<file path="src/rtl/gbx_pkg.sv">
package gbx_pkg;

   typedef enum logic {
      GBX_RATE_DOUBLE = 1'b0,
      GBX_RATE_SINGLE = 1'b1
   } gbx_rate_e;

   // number of lane slots in one group for a given rate
   function automatic int unsigned gbx_slots(input gbx_rate_e rate, input int unsigned group);
      return (rate == GBX_RATE_SINGLE) ? 2 * group : group;
   endfunction

endpackage

</file>
<file path="src/rtl/gbx_phase_ctr.sv">
module gbx_phase_ctr #(
   parameter int unsigned NSTAGE = 2
) (
   input  logic              clk,
   input  logic              rst_n,
   input  logic              sdr_mode,
   output logic [NSTAGE:0]   slot,
   output logic              load
);
   import gbx_pkg::*;

   localparam int unsigned GROUP = 1 << NSTAGE;
   localparam int unsigned SW    = NSTAGE + 1;

   logic [SW-1:0] cnt_q;
   logic [SW-1:0] last_slot;
   gbx_rate_e     rate;

   assign rate      = gbx_rate_e'(sdr_mode);
   assign last_slot = SW'(gbx_slots(rate, GROUP) - 1);

   always_ff @(posedge clk or negedge rst_n) begin
      if (!rst_n)
         cnt_q <= '0;
      else if (cnt_q >= last_slot)
         cnt_q <= '0;
      else
         cnt_q <= cnt_q + 1'b1;
   end

   assign slot = cnt_q;
   assign load = rst_n && (cnt_q == '0);


   load_spacing_chk: assert property (@(posedge clk) disable iff (!rst_n)
      load |=> !load);

endmodule

</file>
<file path="src/rtl/gbx_mux_tree.sv">
module gbx_mux_tree #(
   parameter int unsigned W      = 80,
   parameter int unsigned NSTAGE = 2
) (
   input  logic [(W << NSTAGE)-1:0] src,
   input  logic [NSTAGE-1:0]        sel,
   output logic [W-1:0]             y
);
   localparam int unsigned GROUP = 1 << NSTAGE;

   // heap layout: node n at [n*W +: W], leaves at GROUP..2*GROUP-1
   logic [2*GROUP*W-1:W] node;

   generate
      for (genvar i = 0; i < GROUP; i++) begin : g_leaf
         assign node[(GROUP+i)*W +: W] = src[i*W +: W];
      end
      for (genvar n = 1; n < GROUP; n++) begin : g_node
         localparam int unsigned DEPTH = $clog2(n + 1) - 1;
         localparam int unsigned BIT   = NSTAGE - 1 - DEPTH;
         assign node[n*W +: W] = sel[BIT] ? node[(2*n+1)*W +: W]
                                          : node[(2*n)*W +: W];
      end
   endgenerate

   assign y = node[W +: W];

endmodule

</file>
<file path="src/rtl/gbx_lane_map.sv">
module gbx_lane_map #(
   parameter int unsigned LANES = 40
) (
   input  logic [2*LANES-1:0] word,
   input  logic               sdr_mode,
   input  logic               upper_half,
   output logic [LANES-1:0]   d0,
   output logic [LANES-1:0]   d1
);
   logic [LANES-1:0] lo, hi;

   assign lo = word[LANES-1:0];
   assign hi = word[2*LANES-1:LANES];

   always_comb begin
      if (sdr_mode) begin
         d0 = upper_half ? hi : lo;
         d1 = '0;
      end else begin
         d0 = lo;
         d1 = hi;
      end
   end

endmodule

</file>
<file path="src/rtl/gbx_tx_ser.sv">
module gbx_tx_ser #(
   parameter int unsigned LANES  = 40,
   parameter int unsigned NSTAGE = 2
) (
   input  logic                              clk,
   input  logic                              rst_n,
   input  logic                              sdr_mode,
   input  logic [NSTAGE:0]                   slot,
   input  logic                              load,
   input  logic                              tx_valid,
   input  logic [(2*LANES << NSTAGE)-1:0]    tx_words,
   output logic [LANES-1:0]                  tx_d0,
   output logic [LANES-1:0]                  tx_d1,
   output logic                              tx_frame
);
   localparam int unsigned W   = 2 * LANES;
   localparam int unsigned BUS = W << NSTAGE;

   logic [BUS-1:0]    hold_q, in_grp, src;
   logic              vld_q;
   logic [NSTAGE-1:0] word_idx;
   logic              upper;
   logic [W-1:0]      cur_word;
   logic [LANES-1:0]  d0_n, d1_n;

   assign in_grp   = tx_valid ? tx_words : '0;
   assign src      = load ? in_grp : hold_q;
   assign word_idx = sdr_mode ? slot[NSTAGE:1] : slot[NSTAGE-1:0];
   assign upper    = sdr_mode & slot[0];

   always_ff @(posedge clk or negedge rst_n) begin
      if (!rst_n) begin
         hold_q <= '0;
         vld_q  <= 1'b0;
      end else if (load) begin
         hold_q <= in_grp;
         vld_q  <= tx_valid;
      end
   end

   gbx_mux_tree #(.W(W), .NSTAGE(NSTAGE)) u_tree (
      .src (src),
      .sel (word_idx),
      .y   (cur_word)
   );

   gbx_lane_map #(.LANES(LANES)) u_map (
      .word       (cur_word),
      .sdr_mode   (sdr_mode),
      .upper_half (upper),
      .d0         (d0_n),
      .d1         (d1_n)
   );

   always_ff @(posedge clk or negedge rst_n) begin
      if (!rst_n) begin
         tx_d0    <= '0;
         tx_d1    <= '0;
         tx_frame <= 1'b0;
      end else begin
         tx_d0    <= d0_n;
         tx_d1    <= d1_n;
         tx_frame <= load && tx_valid;
      end
   end


   sdr_d1_zero_chk: assert property (@(posedge clk) disable iff (!rst_n)
      (sdr_mode && $past(sdr_mode)) |-> (tx_d1 == '0));


   frame_single_chk: assert property (@(posedge clk) disable iff (!rst_n)
      tx_frame |=> !tx_frame);


   frame_after_load_chk: assert property (@(posedge clk) disable iff (!rst_n)
      tx_frame |-> $past(load));

   // unused hold while valid flag low: keep vld_q observable

   idle_group_chk: assert property (@(posedge clk) disable iff (!rst_n)
      (!load && !vld_q && $past(!load)) |=> (tx_d0 == '0 && tx_d1 == '0));

endmodule

</file>
<file path="src/rtl/gbx_rx_deser.sv">
module gbx_rx_deser #(
   parameter int unsigned LANES  = 40,
   parameter int unsigned NSTAGE = 2
) (
   input  logic                              clk,
   input  logic                              rst_n,
   input  logic                              sdr_mode,
   input  logic [LANES-1:0]                  rx_d0,
   input  logic [LANES-1:0]                  rx_d1,
   input  logic                              rx_frame,
   output logic                              rx_valid,
   output logic [(2*LANES << NSTAGE)-1:0]    rx_words
);
   import gbx_pkg::*;

   localparam int unsigned W     = 2 * LANES;
   localparam int unsigned GROUP = 1 << NSTAGE;
   localparam int unsigned BUS   = W * GROUP;
   localparam int unsigned SW    = NSTAGE + 1;

   logic [SW-1:0]     cnt_q, cur_slot, last_slot;
   logic              busy_q, take, last;
   logic [NSTAGE-1:0] word_idx;
   logic              upper;
   logic [BUS-1:0]    acc_q, base, nxt;
   logic [GROUP-1:0]  wr_en;

   assign last_slot = SW'(gbx_slots(gbx_rate_e'(sdr_mode), GROUP) - 1);
   assign cur_slot  = rx_frame ? '0 : cnt_q;
   assign take      = rx_frame | busy_q;
   assign last      = take && (cur_slot == last_slot);
   assign word_idx  = sdr_mode ? cur_slot[NSTAGE:1] : cur_slot[NSTAGE-1:0];
   assign upper     = sdr_mode & cur_slot[0];
   assign base      = rx_frame ? '0 : acc_q;

   generate
      for (genvar i = 0; i < GROUP; i++) begin : g_word
         assign wr_en[i] = take && (word_idx == NSTAGE'(i));
         assign nxt[i*W +: W] =
            !wr_en[i] ? base[i*W +: W] :
            !sdr_mode ? {rx_d1, rx_d0} :
            upper     ? {rx_d0, base[i*W +: LANES]} :
                        {base[i*W+LANES +: LANES], rx_d0};
      end
   endgenerate

   always_ff @(posedge clk or negedge rst_n) begin
      if (!rst_n) begin
         cnt_q    <= '0;
         busy_q   <= 1'b0;
         acc_q    <= '0;
         rx_valid <= 1'b0;
         rx_words <= '0;
      end else begin
         rx_valid <= last;
         if (take) begin
            acc_q <= nxt;
            if (last) begin
               rx_words <= nxt;
               busy_q   <= 1'b0;
               cnt_q    <= '0;
            end else begin
               busy_q   <= 1'b1;
               cnt_q    <= cur_slot + 1'b1;
            end
         end
      end
   end


   rx_valid_pulse_chk: assert property (@(posedge clk) disable iff (!rst_n)
      rx_valid |=> !rx_valid);


   rx_valid_cause_chk: assert property (@(posedge clk) disable iff (!rst_n)
      rx_valid |-> $past(take));


   realign_restart_chk: assert property (@(posedge clk) disable iff (!rst_n)
      (rx_frame && !last) |=> (busy_q && cnt_q == SW'(1)));

endmodule

</file>
<file path="src/rtl/gbx_d2d_gearbox.sv">
module gbx_d2d_gearbox #(
   parameter int unsigned LANES  = 40,
   parameter int unsigned NSTAGE = 2
) (
   input  logic                              clk,
   input  logic                              rst_n,
   input  logic                              sdr_mode,
   input  logic                              tx_valid,
   input  logic [(2*LANES << NSTAGE)-1:0]    tx_words,
   output logic                              tx_load,
   output logic [LANES-1:0]                  tx_d0,
   output logic [LANES-1:0]                  tx_d1,
   output logic                              tx_frame,
   input  logic [LANES-1:0]                  rx_d0,
   input  logic [LANES-1:0]                  rx_d1,
   input  logic                              rx_frame,
   output logic                              rx_valid,
   output logic [(2*LANES << NSTAGE)-1:0]    rx_words
);
   generate
      if (NSTAGE < 1 || NSTAGE > 4) begin : g_bad_stage
         $error("gbx_d2d_gearbox: NSTAGE must be 1..4");
      end
      if (LANES < 1) begin : g_bad_lanes
         $error("gbx_d2d_gearbox: LANES must be at least 1");
      end
   endgenerate

   logic [NSTAGE:0] slot;
   logic            load;

   gbx_phase_ctr #(.NSTAGE(NSTAGE)) u_phase (
      .clk      (clk),
      .rst_n    (rst_n),
      .sdr_mode (sdr_mode),
      .slot     (slot),
      .load     (load)
   );

   gbx_tx_ser #(.LANES(LANES), .NSTAGE(NSTAGE)) u_tx (
      .clk      (clk),
      .rst_n    (rst_n),
      .sdr_mode (sdr_mode),
      .slot     (slot),
      .load     (load),
      .tx_valid (tx_valid),
      .tx_words (tx_words),
      .tx_d0    (tx_d0),
      .tx_d1    (tx_d1),
      .tx_frame (tx_frame)
   );

   gbx_rx_deser #(.LANES(LANES), .NSTAGE(NSTAGE)) u_rx (
      .clk      (clk),
      .rst_n    (rst_n),
      .sdr_mode (sdr_mode),
      .rx_d0    (rx_d0),
      .rx_d1    (rx_d1),
      .rx_frame (rx_frame),
      .rx_valid (rx_valid),
      .rx_words (rx_words)
   );

   assign tx_load = load;


   reset_quiet_chk: assert property (@(posedge clk) disable iff (!rst_n)
      $rose(rst_n) |-> (!tx_frame && !rx_valid));

endmodule

</file>
<file path="config.mk">
export PLATFORM = sky130hd
export DESIGN_NAME = gbx_d2d_gearbox
export DESIGN_NICKNAME = d
export VERILOG_FILES = /design/src/rtl/gbx_pkg.sv /design/src/rtl/gbx_phase_ctr.sv /design/src/rtl/gbx_mux_tree.sv /design/src/rtl/gbx_lane_map.sv /design/src/rtl/gbx_tx_ser.sv /design/src/rtl/gbx_rx_deser.sv /design/src/rtl/gbx_d2d_gearbox.sv
export SDC_FILE = /design/constraint.sdc
export NUM_CORES = 1
export LEC_CHECK = 0
export ABC_AREA = 1
export BUFFER_PORTS_ARGS = -buffer_cell sky130_fd_sc_hd__buf_2
export CAP_MARGIN = 0
export CORE_MARGIN = 4
export CORE_UTILIZATION = 33
export DETAILED_ROUTE_END_ITERATION = 7
export PLACE_DENSITY_LB_ADDON = 0.15
export SLEW_MARGIN = 20
export SYNTH_ARGS = -nofsm -noshare
export SYNTH_HDL_FRONTEND = slang
export SYNTH_SLANG_ARGS = --single-unit
</file>
<file path="constraint.sdc">
create_clock -name clk -period 2.6 [get_ports clk]
set_input_delay 0.13 -clock clk [delete_from_list [all_inputs] [get_ports clk]]
set_output_delay 0.13 -clock clk [all_outputs]
set_load 0.1 [all_outputs]
</file>
==> results.yml <==
die:
  rows: 144
  core_mm2: 0.154
  die_height_um: 402
  start_util_pct: 33.2
  die_w_um: 402
  die-area_mm2: 0.162
  io_pins: 808
sta:
  period_share_pct: 95.8
  finalWorstSetupSlack_ps: 109
  relSlewSlack_pct: 34.0
  hold_violations: 0
  worstMarginPinSlew_ps: 990
  rsz0062_at_grt: "false"
  tns_ps: 0
  clock.fmax_ghz: 0.401
  min_period_ps: 2490
  skew_ps: 39.3
  drv_slew: 0
  setup_violations: 0
hold_path:
  min_from: "tx_valid"
  min_path_cells: 5
  hold_end: "u_tx.hold_q[147]$_DFF_PN0_"
  hp-class: "primary input to flip-flop"
grt:
  grt_pass1_vias: 49648
  gr-total-overflow: 0
  antenna_found_initial: 27
  grt_max_degree: 171
  grt_usage_pct: 27.4
  grt_pass1_wl_mm: 335
setup_path:
  cp_cell_sequence: "inv_1 -> ha_2 -> nand2_1 -> nor2_4 -> buf_12 -> buf_12 -> nand2_1 -> nand3_1 -> nand3_1 -> nand2_1 -> nand2_1 -> nand2_1"
  worstSetupEndpointType: "flip-flop"
  cp_data_arrival_time_ps: 3140
  setup.worst_path.class: "flip-flop to flip-flop"
  r2r_setup_slack_ps: 110
  critPathMaxFanout: 45
  regToRegStartpoint: "u_phase.slot[0]$_DFF_PN0_"
  critPathSlowestCell: "dfrtp_1"
  slowest_delay_ps: 390
  cp_data_required_time_ps: 3240
  crit_top_cell: "nand2_1"
  timing.rr.end: "u_tx.tx_d0[30]$_DFF_PN0_"
  reg2regPathDepth: 12
  setup.worst_path.start_class: "flip-flop"
  startpoint: "u_phase.slot[0]$_DFF_PN0_"
logic_synthesis:
  netlist_instances: 7217
  synth.largest_area_cell: "dfrtp_1"
  mappedNetlistArea_mm2: 0.0512
  seq_area_frac_synth_pct: 51.2
  synth_edf_count: 0
  synthesis.nets: 7626
  synth_cell_type_count: 26
  ys.flop_type: "dfrtp_1"
  synth_async_sr_flop_share_pct: 100
  syn_area_per_cell_um2: 7.10
  ys_warn_count: 0
  synth_top_cell_area_share_pct: 51.2
  synth-seq-cells: 1049
  synth_area_leaders: "dfrtp_1 (51%), nand2_1 (28%), nand3_1 (6.1%)"
detailed_routing:
  wl_per_cell_um: 21.7
  via_per_inst: 4.85
  route.vias.total: 50896
  ant_nets: 0
  drc_errors: 0
  drt_iter0_markers: 4644
  dr.pass1.iters: 6
  wl_mm: 228
power_and_ir_drop:
  leakage_nw: 39.8
  cellPowerDensity_mw_per_mm2: 1210
  ir_drop_mv: 1.40
cells_and_area:
  final_nets: 8745
  most-common-layout-cells: "nand2_1 (3785), dfrtp_1 (1048), buf_2 (802), inv_1 (676), nand3_1 (622)"
  final_common_cell: "nand2_1"
  finalInstanceArea_mm2: 0.0669
  drive_gt1_share_pct: 14.2
  area_growth_pct: 30.5
placement:
  place.gp.congestion: 0.929
  placed_cell_area_mm2: 0.0581
  portBuffers: 807
  pre_cts_ws_ps: -33.9
  dp_hpwl_mm: 158
cts:
  cts_root_buf: "clkbuf_16"
  clock_latency_ps: 740
  clk_pin_slew_ps: 60
  cts.sinks: 1049
  cts_made_buffers: 121
  cts_tree: "done"
  clockBufferDepth: 3
  cts_max_level: 3
flow_run:
  max-cap-violations: 0
run_status:
  status: "complete, no violations"
## repair_timing
item                                    CTS  global route
resized for setup                         5             2
endpoints found under the hold margin   909             0
endpoints found under the setup margin    3             7
cloned                                    1             2
setup buffers                             0             4
hold buffers                            449             0
pin swaps                                 0             2
## how the worst max path moves through the flow
stage / end / slack [ps] / cells past startpoint
CTS: tx_load / 20 / 7
global placement: u_tx.tx_d0[31]$_DFF_PN0_ / 6 / 12
global route: u_rx.rx_words[46]$_DFFE_PN0P_ / 40 / 10
detailed placement: u_tx.tx_d0[31]$_DFF_PN0_ / -30 / 12
floorplan: u_tx.tx_d0[32]$_DFF_PN0_ / 350 / 12
finish: u_tx.tx_d0[30]$_DFF_PN0_ / 110 / 12
## layout make-up
type,count,area (um2)
well taps,2044,2560
clock buffers,174,3480
diodes,20,50.0
fillers,15739,87400
repair buffers,1411,10700
multi-input cells,5070,20700
inverters,683,2580
clock inverters,53,567
flip-flops and latches,1049,26300
## synth_stat cells (all sizes together), types with 4 or more instances
library cell	instances
a21oi	66
and2	45
buf	224
clkbuf	192
dfrtp	1049
ha	4
inv	683
nand2	3792
nand3	626
nand4	34
nor2	231
nor3	4
o21ai	216
o22ai	48
## kinds of logic (layout without fill, tap and decap cells)
family          after synthesis  after routing  synth area share, %
fa+ha+maj                     4              4               0.0977
compound gates              330            330                 3.38
other cells                   0             20                    0
flops                      1049           1049                 51.2
xor+xnor                      2              2               0.0342
buf+inv                    1099           2321                 8.57
simple gates               4733           4734                 36.7
## power by group
group          leakage (nW)  switching [mW]  internal, mW  total, mW
Clock                  1.99            7.45          10.1       17.5
Sequential             13.9            2.90          21.7       24.6
Combinational          23.9            31.2          7.84       39.1
Total                  39.8            41.6          39.6       81.2
## flip-flops by register name, indices dropped and copies added, names as in the netlist, 3 cells and up
register and flops:
u_tx.hold_q 320, u_tx.tx_d1 40, u_rx.cnt_q 3, u_phase.slot 3
u_rx.rx_words 320, u_tx.tx_d0 40, u_rx.acc_q 320
## per-layer routing
metal  track usage, %  up-vias  share of wire (%)
met4             11.4       24                4.4
met2             44.1     1841                 46
met3             5.15      353                7.0
li1                 -    24192                  -
met1             36.3    24486                 42
met5                0        -              0.072
## critical path: cells and delay by family (launching register included)
family        cells  cell delay [ps]
simple gates      8             1160
flops             1              390
fa+ha+maj         1              220
buf+inv           3              580
## through the flow
step	cells	util [%]	hold WS, ps	power (mW)
CTS	10477	43.3	0.323	81.7
detailed placement	9800	37.7	-28.6	63.3
global route	10495	43.3	60.1	85.2
finish	10504	43.4	59.3	81.2
floorplan	7217	-	-166	52.0
global placement	9800	37.7	-29.6	63.2
Power figures use the tool's default switching activity.
